### src/rtl/sap_pkg.sv
package sap_pkg;

    // Framing selected by the strap level on the data pin
    typedef enum logic {
        FMT_LJ  = 1'b0,
        FMT_I2S = 1'b1
    } sap_fmt_e;

    // One bit-clock event as seen in the system clock domain
    typedef struct packed {
        logic fall;   // single-cycle pulse: bit clock just fell
        logic lrck;   // frame clock level after that fall
    } sap_evt_t;

endpackage

### src/rtl/sap_bclk_gen.sv
module sap_bclk_gen #(
    parameter int HALF_DIV = 2,
    parameter int SLOTS    = 32
) (
    input  logic              clk,
    input  logic              rst_n,
    input  logic              en,
    output logic              sclk_o,
    output logic              lrck_o,
    output sap_pkg::sap_evt_t evt_o
);
    localparam int PH_N  = 2 * HALF_DIV;
    localparam int PH_W  = (PH_N > 1) ? $clog2(PH_N) : 1;
    localparam int BIT_N = 2 * SLOTS;
    localparam int BIT_W = $clog2(BIT_N) + 1;

    typedef struct packed {
        logic [PH_W-1:0]  ph;
        logic [BIT_W-1:0] bc;
        logic             sclk;
        logic             lrck;
        logic             fall;
    } gen_st_t;

    gen_st_t st_d, st_q;

    always_comb begin
        st_d      = st_q;
        st_d.fall = 1'b0;
        if (!en) begin
            st_d = '0;
        end else if (st_q.ph == PH_W'(PH_N - 1)) begin
            st_d.ph   = '0;
            st_d.sclk = 1'b0;
            st_d.fall = 1'b1;
            if (st_q.bc == BIT_W'(BIT_N - 1)) begin
                st_d.bc = '0;
            end else begin
                st_d.bc = st_q.bc + 1'b1;
            end
            st_d.lrck = (st_d.bc >= BIT_W'(SLOTS));
        end else begin
            st_d.ph = st_q.ph + 1'b1;
            if (st_q.ph == PH_W'(HALF_DIV - 1)) begin
                st_d.sclk = 1'b1;
            end
        end
    end

    always_ff @(posedge clk or negedge rst_n) begin
        if (!rst_n) begin
            st_q <= '0;
        end else begin
            st_q <= st_d;
        end
    end

    assign sclk_o     = st_q.sclk;
    assign lrck_o     = st_q.lrck;
    assign evt_o.fall = st_q.fall;
    assign evt_o.lrck = st_q.lrck;

endmodule

### src/rtl/sap_ext_sync.sv
module sap_ext_sync #(
    parameter int STAGES = 2
) (
    input  logic              clk,
    input  logic              rst_n,
    input  logic              sclk_i,
    input  logic              lrck_i,
    output sap_pkg::sap_evt_t evt_o
);
    typedef struct packed {
        logic [STAGES-1:0] sclk_sh;
        logic [STAGES-1:0] lrck_sh;
        logic              sclk_prev;
    } sync_st_t;

    sync_st_t st_d, st_q;

    always_comb begin
        st_d           = st_q;
        st_d.sclk_sh   = {st_q.sclk_sh[STAGES-2:0], sclk_i};
        st_d.lrck_sh   = {st_q.lrck_sh[STAGES-2:0], lrck_i};
        st_d.sclk_prev = st_q.sclk_sh[STAGES-1];
    end

    always_ff @(posedge clk or negedge rst_n) begin
        if (!rst_n) begin
            st_q <= '0;
        end else begin
            st_q <= st_d;
        end
    end

    assign evt_o.fall = st_q.sclk_prev & ~st_q.sclk_sh[STAGES-1];
    assign evt_o.lrck = st_q.lrck_sh[STAGES-1];

endmodule

### src/rtl/sap_slot_shifter.sv
module sap_slot_shifter #(
    parameter int WORD_W = 24,
    parameter int SLOTS  = 32
) (
    input  logic              clk,
    input  logic              rst_n,
    input  sap_pkg::sap_fmt_e fmt_i,
    input  sap_pkg::sap_evt_t evt_i,
    input  logic [WORD_W-1:0] pend_l_i,
    input  logic [WORD_W-1:0] pend_r_i,
    output logic              sdo_o
);
    import sap_pkg::*;

    localparam int SLOT_W = $clog2(SLOTS) + 1;
    localparam int IDX_W  = $clog2(WORD_W);

    typedef struct packed {
        logic              primed;
        logic              lr_prev;
        logic              started;
        logic [SLOT_W-1:0] slot;
        logic [WORD_W-1:0] act_l;
        logic [WORD_W-1:0] act_r;
        logic              sdo;
    } shf_st_t;

    shf_st_t           st_d, st_q;
    logic              lr_edge;
    logic              left_now;
    logic [WORD_W-1:0] word;
    int                pos;
    logic [IDX_W-1:0]  idx;

    always_comb begin
        st_d     = st_q;
        lr_edge  = 1'b0;
        left_now = 1'b0;
        word     = '0;
        pos      = 0;
        idx      = '0;
        if (evt_i.fall) begin
            lr_edge      = st_q.primed && (evt_i.lrck != st_q.lr_prev);
            st_d.primed  = 1'b1;
            st_d.lr_prev = evt_i.lrck;
            if (lr_edge) begin
                st_d.slot = '0;
            end else if (st_q.slot != '1) begin
                st_d.slot = st_q.slot + 1'b1;
            end
            st_d.started = st_q.started | lr_edge;
            left_now     = (fmt_i == FMT_I2S) ? ~evt_i.lrck : evt_i.lrck;
            // whole pair moves at the start of a left channel
            if (lr_edge && left_now) begin
                st_d.act_l = pend_l_i;
                st_d.act_r = pend_r_i;
            end
            word = left_now ? st_d.act_l : st_d.act_r;
            pos  = int'(st_d.slot) - ((fmt_i == FMT_I2S) ? 1 : 0);
            if (st_d.started && pos >= 0 && pos < WORD_W) begin
                idx      = IDX_W'(WORD_W - 1 - pos);
                st_d.sdo = word[idx];
            end else begin
                st_d.sdo = 1'b0;
            end
        end
    end

    always_ff @(posedge clk or negedge rst_n) begin
        if (!rst_n) begin
            st_q <= '0;
        end else begin
            st_q <= st_d;
        end
    end

    assign sdo_o = st_q.sdo;

endmodule

### src/rtl/sap_tx_port.sv
module sap_tx_port #(
    parameter int WORD_W      = 24,
    parameter int SLOTS       = 32,
    parameter int HALF_DIV    = 2,
    parameter int SYNC_STAGES = 2
) (
    input  logic              clk,
    input  logic              rst_n,
    input  logic              slave_mode,
    input  logic              ext_sclk_i,
    input  logic              ext_lrck_i,
    input  logic [WORD_W-1:0] sample_l_i,
    input  logic [WORD_W-1:0] sample_r_i,
    input  logic              sample_valid_i,
    input  logic              sdo_strap_i,
    output logic              sdo_o,
    output logic              sdo_oe_o,
    output logic              sclk_o,
    output logic              lrck_o,
    output logic              clk_drive_o
);
    import sap_pkg::*;

    typedef struct packed {
        logic              strap_done;
        sap_fmt_e          fmt;
        logic [WORD_W-1:0] pend_l;
        logic [WORD_W-1:0] pend_r;
    } top_st_t;

    top_st_t  st_d, st_q;
    sap_evt_t gen_evt;
    sap_evt_t ext_evt;
    sap_evt_t sel_evt;

    always_comb begin
        st_d = st_q;
        if (!st_q.strap_done) begin
            st_d.fmt        = sap_fmt_e'(sdo_strap_i);
            st_d.strap_done = 1'b1;
        end
        if (sample_valid_i) begin
            st_d.pend_l = sample_l_i;
            st_d.pend_r = sample_r_i;
        end
    end

    always_ff @(posedge clk or negedge rst_n) begin
        if (!rst_n) begin
            st_q <= '0;
        end else begin
            st_q <= st_d;
        end
    end

    sap_bclk_gen #(
        .HALF_DIV (HALF_DIV),
        .SLOTS    (SLOTS)
    ) u_gen (
        .clk    (clk),
        .rst_n  (rst_n),
        .en     (~slave_mode),
        .sclk_o (sclk_o),
        .lrck_o (lrck_o),
        .evt_o  (gen_evt)
    );

    sap_ext_sync #(
        .STAGES (SYNC_STAGES)
    ) u_sync (
        .clk    (clk),
        .rst_n  (rst_n),
        .sclk_i (ext_sclk_i),
        .lrck_i (ext_lrck_i),
        .evt_o  (ext_evt)
    );

    always_comb begin
        sel_evt      = slave_mode ? ext_evt : gen_evt;
        sel_evt.fall = sel_evt.fall & st_q.strap_done;
    end

    sap_slot_shifter #(
        .WORD_W (WORD_W),
        .SLOTS  (SLOTS)
    ) u_shf (
        .clk      (clk),
        .rst_n    (rst_n),
        .fmt_i    (st_q.fmt),
        .evt_i    (sel_evt),
        .pend_l_i (st_q.pend_l),
        .pend_r_i (st_q.pend_r),
        .sdo_o    (sdo_o)
    );

    // pin released at once on reset, taken over after the strap is read
    assign sdo_oe_o    = st_q.strap_done & rst_n;
    assign clk_drive_o = ~slave_mode;

endmodule

### config.mk
export PLATFORM = sky130hd
export DESIGN_NAME = sap_tx_port
export DESIGN_NICKNAME = d
export VERILOG_FILES = /design/src/rtl/sap_pkg.sv /design/src/rtl/sap_bclk_gen.sv /design/src/rtl/sap_ext_sync.sv /design/src/rtl/sap_slot_shifter.sv /design/src/rtl/sap_tx_port.sv
export SDC_FILE = /design/constraint.sdc
export NUM_CORES = 1
export LEC_CHECK = 0
export BUFFER_PORTS_ARGS = -buffer_cell sky130_fd_sc_hd__buf_2
export CAP_MARGIN = 30
export CORE_MARGIN = 3
export CORE_UTILIZATION = 50
export DETAILED_ROUTE_END_ITERATION = 12
export HOLD_SLACK_MARGIN = 0.06
export PLACE_DENSITY = 0.69
export RECOVER_POWER = 25
export SYNTH_ARGS = -nofsm -noshare
export SYNTH_HDL_FRONTEND = slang
export SYNTH_SLANG_ARGS = --single-unit
export TNS_END_PERCENT = 30
### constraint.sdc
create_clock -name clk -period 3.7 [get_ports clk]
set_input_delay 1.11 -clock clk [delete_from_list [all_inputs] [get_ports clk]]
set_output_delay 1.11 -clock clk [all_outputs]
set_load 0.05 [all_outputs]
==> impl_results.md, run 1 <==
- Layout cells sized above 1: 36.4%
- IO Port Bufs: a little under 60
- CTS buffer count: 17
- Sw Ratio: between 30% and 40%
- N_diodes: 0
- CTS Hold Buffers Added: 0
- Number of flops mapped to enable cells by yosys: 0
- Synth Area per Inst: about 12 µm²
- P_int: 3.34 mW
- Via Count: about 4,400
- Starting Density: between 50% and 60%
- Arrival @ worst endpoint: 3.57 ns
- First-pass GRT wire length: 22,200 µm
- Setup TNS: 0 ns
- Wirelength per Cell: about 18 µm
- Combinational fraction of design power: approximately a quarter
- Minimum clock period: approximately 3.2 ns
- Cell taking the most area after synthesis: dfrtp_1
- Post-synthesis async set-or-reset flop share: 100%
- P per Cell Area: 664 nW/µm²
- Post-synth top cells: dfrtp_1, mux2_2, nor2_1, nand2_1, o221ai_1
- Slew margin rel.: approximately 18%
- WHS Endpoint: u_sync.st_d[0]
- Prevailing post-synth register cell: dfrtp_1
- Final Max Tran Viols: 0
- Sequential area share after synthesis: between 50% and 60%
- Clock sinks: between 100 and 150
- Largest net degree at the start of global routing: between 70 and 80
- R2r worst-path depth: 14
- H-tree levels: 4
- # Post-CTS Setup Buffers: 0
- Antenna violations before repair: 0
- Vias in the first global route: roughly 4,500
- Final Core Density: about 61%
- Worst Setup End Kind: register
- Layout Cells excl Fill: 744
- Die X: between 100 and 150 µm
- Antenna-violating nets left: 0
- Clk pwr share: between 30% and 40%
- Nets@finish: 649
- Max incr delay on CP: between 0.5 and 0.6 ns
- Worst-Margin Slew: around 1.2 ns
- Leakage: 3.19 nW
- Drc violations: 0
- Final Cycle Share: 87.6%
- Maximum vdd drop: about 0.48 mV
- Crit path buffers/inverters: 2
- Switch Pwr: between 1 and 1.5 mW
- Worst Skew: approximately 0.0065 ns
- Top cells by area, synth: dfrtp_1, mux2_2, o221ai_1, nor2_1, nand2_1
- Min-Delay Path Depth: 0
- Die H: approximately 120 µm
- CP Launch Type: input port
- Post-synthesis net count: between 500 and 600
- Clk Latency, worst-skew pair: about 0.42 ns
- Post-Syn Area: 6130 µm²
- Setup violators final: 0
- Flop pwr share: between 40% and 50%
- GPL Wtd Cong: 0.905
- Post-CTS sizing: 0
- Hpwl dp: approximately 9200 µm
- Layout area overhead: 17.5%
- Netlist cell types: 64
- Via/cell ratio: around 6.0
- CP max-delay cell: xnor2_2
- Row cnt: 39
- Tot Pwr: 4.78 mW
- Worst path cell trace: clkbuf_1 -> buf_4 -> mux2_4 -> xnor2_2 -> nand2_1 -> a221oi_1 -> a21oi_1 -> and3_1 -> o31a_1 -> a211oi_2
- Worst hold path class: reg -> reg
- Max cap viols: 0
- GRT Total Usage: between 20% and 30%
- Critical setup path kind: in -> reg
- Synth warn: 0
- First-pass DRT Iterations: 5
- Synth top area share: approximately 50%
- CTS tree: done
- Iter 0 DRT Violations: approximately 380
- GRT Residual Overflow: 0
- RSZ-0062 raised after global routing: false
- HP Start: u_sync.st_d[4]
- Core area: between 10,000 and 15,000 µm²
- # IOs: 60
- Reg2Reg Setup Slack: roughly 0.67 ns
- Max Fanout on Critical Path: 14
- Clock buffer depth: 2
- Critical path's top delay family: compound AO/OA/AOI/OAI gates
- Flops & latches, synth: between 100 and 150
- Clock root buffer: clkbuf_16
- Final Hold Viols: 0
- Status: finished, final reports clean
- Worst reg2reg path startpoint: u_shf.st_q[49]
- Post-Synthesis Cells: ~520
- Placed instance count: 711
- Top-count cell post-synth: dfrtp_1
- Die area: roughly 14,000 µm²
- Wirelength, routed: around 13,000 µm
- FMAX: 308 MHz
- Critical R2R Capture: u_shf.sdo_o
- Req. time, crit path: roughly 4.0 ns
- Clock transition at path regs: 0.05 ns
## worst reg2reg max path, cell delays in order (launching register included)
cell      delay [ns]
dfrtp_1         0.40
ha_1            0.23
nand2_1         0.11
nor2_1          0.21
xnor2_1         0.16
nand2_1         0.10
ha_1            0.20
ha_1            0.35
inv_2           0.13
nand2_1         0.12
nor3_1          0.21
a21oi_1         0.09
and3_1          0.15
o31a_1          0.30
a211oi_2        0.18
## metrics by stage
step           worst slack [ns]  hold slack, ns  instance area, µm²
4_1_cts                   0.548           0.349                7190
2_1_floorplan           0.00837           0.331                6130
6_report                  0.457           0.348                7200
5_1_grt                   0.254           0.366                7200
3_3_place_gp              0.172           0.335                6580
3_5_place_dp              0.120           0.342                6580
## routing by layer
layer  vias up  part of all wire (%)  GRT usage (%)
li1       2077                     -              -
met1      2218                    44           27.8
met2       121                    49           33.3
met3        19                   5.1           6.22
met4         0                   1.3           8.33
met5         -                     0              0
## power by group through the flow
stage	Sequential (mW)	Clock [mW]	Combinational (mW)
after floorplan	1.86	0	0.868
after global placement	1.93	0	1.13
after detailed placement	1.94	0	1.16
after CTS	1.92	1.72	1.17
after global routing	1.96	1.78	1.30
final	1.92	1.68	1.18
## sequential cells by signal (all words and copies together) (netlist names)
name / count
st_q: 50
u_gen.evt_o: 1
u_gen.lrck_o: 1
u_gen.sclk_o: 1
u_gen.st_q: 9
u_shf.sdo_o: 1
u_shf.st_q: 57
u_sync.evt_o: 1
u_sync.st_d: 3
u_sync.st_q: 1
## kinds of logic (layout without fill, tap and decap cells)
group | Yosys count | after routing | share of synthesized area [%]
flops | 125 | 125 | 51.1
buf+inv | 42 | 120 | 3.51
simple gates | 129 | 129 | 9.68
xor+xnor | 10 | 10 | 1.80
compound gates | 104 | 104 | 12.7
fa+ha+maj | 6 | 6 | 1.23
other cells | 1 | 1 | 0.0612
mux | 106 | 106 | 20.0
## cell usage in the layout (no fill, tap or decap), types with 6 or more instances in the layout
master and instances:
inv_1 9, ha_1 6, mux2_2 98, a21oi_1 10
nor2_1 45, buf_4 14, buf_2 56, o21ai_0 23
dfrtp_1 125, nor3_1 16, o221ai_1 24, clkbuf_16 17
nand2_1 33
## worst max-delay path by stage
stage	start	endpoint	slack, ns	cells after the start
6_report	slave_mode	u_shf.sdo_o	0.46	10
3_5_place_dp	slave_mode	u_shf.sdo_o	0.12	10
2_1_floorplan	slave_mode	u_shf.sdo_o	0.008	15
3_3_place_gp	slave_mode	u_shf.sdo_o	0.17	14
5_1_grt	slave_mode	u_shf.sdo_o	0.25	13
4_1_cts	slave_mode	u_shf.sdo_o	0.55	10
## cell type report
cell class,count,area (µm²)
fill,963,4510
clock buffer,20,447
multi-input combinational,356,2790
tap,143,179
inverter,11,41.3
sequential,125,3130
clock inverter,12,160
timing repair buffer,77,462
No activity file was read; power rests on OpenSTA's default activity.
==> run 2: changes to the inputs <==
RECOVER_POWER = unset   (was 25)
TNS_END_PERCENT = unset   (was 30)
clock period = 3.17 ns   (was 3.7 ns; I/O delays follow)
==> impl_results.md, run 2 (synthesis gave the netlist of run 1 again) <==
- Status: finished, final reports clean (unchanged)
- Filler cells: 938 (was 963)
- Clock transition at path regs: 0.06 ns (was 0.05 ns)
- Critical setup path kind: reg -> reg (was in -> reg)
- H-tree levels: 4 (unchanged)
- Post-CTS sizing: 0 (unchanged)
- Final Max Tran Viols: 0 (unchanged)
- Row cnt: 39 (unchanged)
- Commonest non-fill, non-tap cell in the layout: dfrtp_1 (unchanged)
- Largest regs: u_shf.st_q: 57 flops, st_q: 50 flops, u_gen.st_q: 9 flops (unchanged)
- Worst-Margin Slew: 0.720 ns (was 1.23 ns)
- IO Port Bufs: 59 (unchanged)
- Largest net degree at the start of global routing: 126 (was 77)
- Starting Density: 52.3% (unchanged)
- First-pass GRT wire length: 22,200 µm (about the same)
- Layout cells sized above 1: 40.0% (was 36.4%)
- Max reg flops: 57 (unchanged)
- CTS tree: done (unchanged)
- Hpwl dp: 8960 µm (was 9220 µm)
- Via/cell ratio: 5.88 (was 5.96)
- Reg with most FFs: u_shf.st_q (unchanged)
- Layout area overhead: 20.3% (was 17.5%)
- Crit path to: u_shf.sdo_o (unchanged)
- Via Count: 4,388 (was 4,435)
- R2r worst-path depth: 13 (was 14)
- Clock sinks: 125 (unchanged)
- GRT Total Usage: 21.1% (was 21.2%)
- Wirelength, routed: 13,200 µm (was 13,300 µm)
- Critical R2R Capture: u_shf.sdo_o (unchanged)
- # IOs: 60 (unchanged)
- Slew margin rel.: 52.0% (was 17.8%)
- FMAX: 358 MHz
- Iter 0 DRT Violations: 312 (was 375)
- Antenna violations before repair: 0 (unchanged)
- P per Cell Area: 789 nW/µm² (was 664 nW/µm²)
- Clk Latency, worst-skew pair: 0.41 ns (was 0.42 ns)
- DP Area: 6730 µm² (was 6580 µm²)
- Antenna-violating nets left: 0 (unchanged)
- GPL Wtd Cong: 0.886 (was 0.905)
- N_diodes: 0 (unchanged)
- Clock buffer depth: 2 (unchanged)
- GRT Residual Overflow: 0 (unchanged)
- Wirelength per Cell: 17.7 µm (was 17.8 µm)
- Nets@finish: 652 (was 649)
- CTS Hold Buffers Added: 0 (unchanged)
- Worst reg2reg path startpoint: u_shf.st_q[49] (unchanged)
- CTS buffer count: 17 (unchanged)
- # Post-CTS Setup Buffers: 0 (unchanged)
- Worst Setup End Kind: register (unchanged)
- Req. time, crit path: 3.46 ns (was 4.03 ns)
- Clock root buffer: clkbuf_16 (unchanged)
- Final Cycle Share: about nine tenths
- Max Fanout on Critical Path: 6 (was 14)
- Core area: 11,700 µm² (unchanged)
- Vias in the first global route: 4,445 (was 4,496)
- Drc violations: 0 (unchanged)
- Max cap viols: 0 (unchanged)
- Reg2Reg Setup Slack: 0.37 ns (was 0.67 ns)
- Minimum clock period: ~2.8 ns
- Worst hold path class: reg -> reg (unchanged)
- Critical Path Start: u_shf.st_q[49] (was slave_mode)
- CP Launch Type: register (was input port)
- Die H: 117 µm (unchanged)
- Arrival @ worst endpoint: 3.09 ns (was 3.57 ns)
- Die X: 117 µm (unchanged)
- Setup violators final: 0 (unchanged)
- Maximum vdd drop: 0.513 mV (was 0.477 mV)
- RSZ-0062 raised after global routing: false (unchanged)
- Die area: 13,600 µm² (unchanged)
- Worst Skew: 0.00803 ns (was 0.00653 ns)
- Leakage: 3.26 nW (was 3.19 nW)
- Tot Pwr: 5.82 mW (was 4.78 mW)
- Post-route cell area: 7370 µm² (was 7200 µm²)
- Most frequent cells in the layout: dfrtp_1, mux2_2, buf_2 (unchanged)
- First-pass DRT Iterations: 5 (unchanged)
- Final Hold Viols: 0 (unchanged)
==> run 2: changes by cell type in the layout (fill, tap and decap cells not counted), moves of 3 or more <==
| cell | delta |
|---|---|
| clkbuf_1 | -5 |
| inv_6 | +3 |
| buf_4 | +5 |
| nand2_1 | -5 |
| nand2_4 | +4 |
==> run 2: worst min-delay path by stage <==
stage                               from  slack [ns]  depth (start not counted)              end
after floorplan           u_sync.st_d[2]        0.33                          0  u_sync.evt_o[0]
after global placement    u_sync.st_d[4]        0.33                          0   u_sync.st_d[0]
after detailed placement  u_sync.st_d[2]        0.35                          0  u_sync.evt_o[0]
after CTS                 u_sync.st_d[2]        0.36                          0  u_sync.evt_o[0]
after global routing      u_sync.st_d[4]        0.37                          0   u_sync.st_d[0]
final                     u_sync.st_d[2]        0.36                          0  u_sync.evt_o[0]
==> run 2: stage by stage <==
| step | hold WS (ns) | TNS (ns) | utilization (%) | setup WS, ns | std cells |
|---|---|---|---|---|---|
| floorplan | 0.331 | -0.0201 | - | -0.0201 | 523 |
| global placement | 0.334 | -0.00223 | 57.5 | -0.00223 | 715 |
| detailed placement | 0.346 | -0.0625 | 57.5 | -0.0625 | 715 |
| CTS | 0.363 | 0 | 62.9 | 0.372 | 746 |
| global route | 0.371 | 0 | 62.9 | 0.0572 | 746 |
| finish | 0.359 | 0 | 62.9 | 0.373 | 746 |
==> run 2: where the power goes <==
group	leakage, nW	switching [mW]	internal [mW]
sequential	1.54	0.305	1.96
combinational	1.42	0.735	0.755
clock	0.302	0.702	1.36
total	3.26	1.74	4.07
==> run 2: metal layers <==
layer  track usage (%)  part of all wire [%]
met5                 0                     0
met2              32.6                    49
met3              6.42                   5.0
met1              28.1                    44
met4              8.26                   1.7
==> run 2: layout make-up <==
type                            count  area [µm²]  area share, %
Tap cell                          143         179           2.43
Clock buffer                       19         453           6.15
Multi-Input combinational cell    356        2880           39.1
Timing Repair Buffer               80         493           6.69
Clock inverter                     12         183           2.48
Sequential cell                   125        3130           42.4
Inverter                           11        51.3          0.696
==> run 2: worst max-delay path: stages, from the launching register on <==
cell and delay, ns:
dfrtp_1 0.41, ha_1 0.23, nand2_1 0.11, nor2_1 0.20, mux2_2 0.36, nand2_1 0.15, ha_4 0.25, inv_6 0.10
nor2_4 0.05, o2111a_1 0.14, nor4_1 0.26, o211ai_1 0.12, a31oi_1 0.24, a211oi_2 0.06
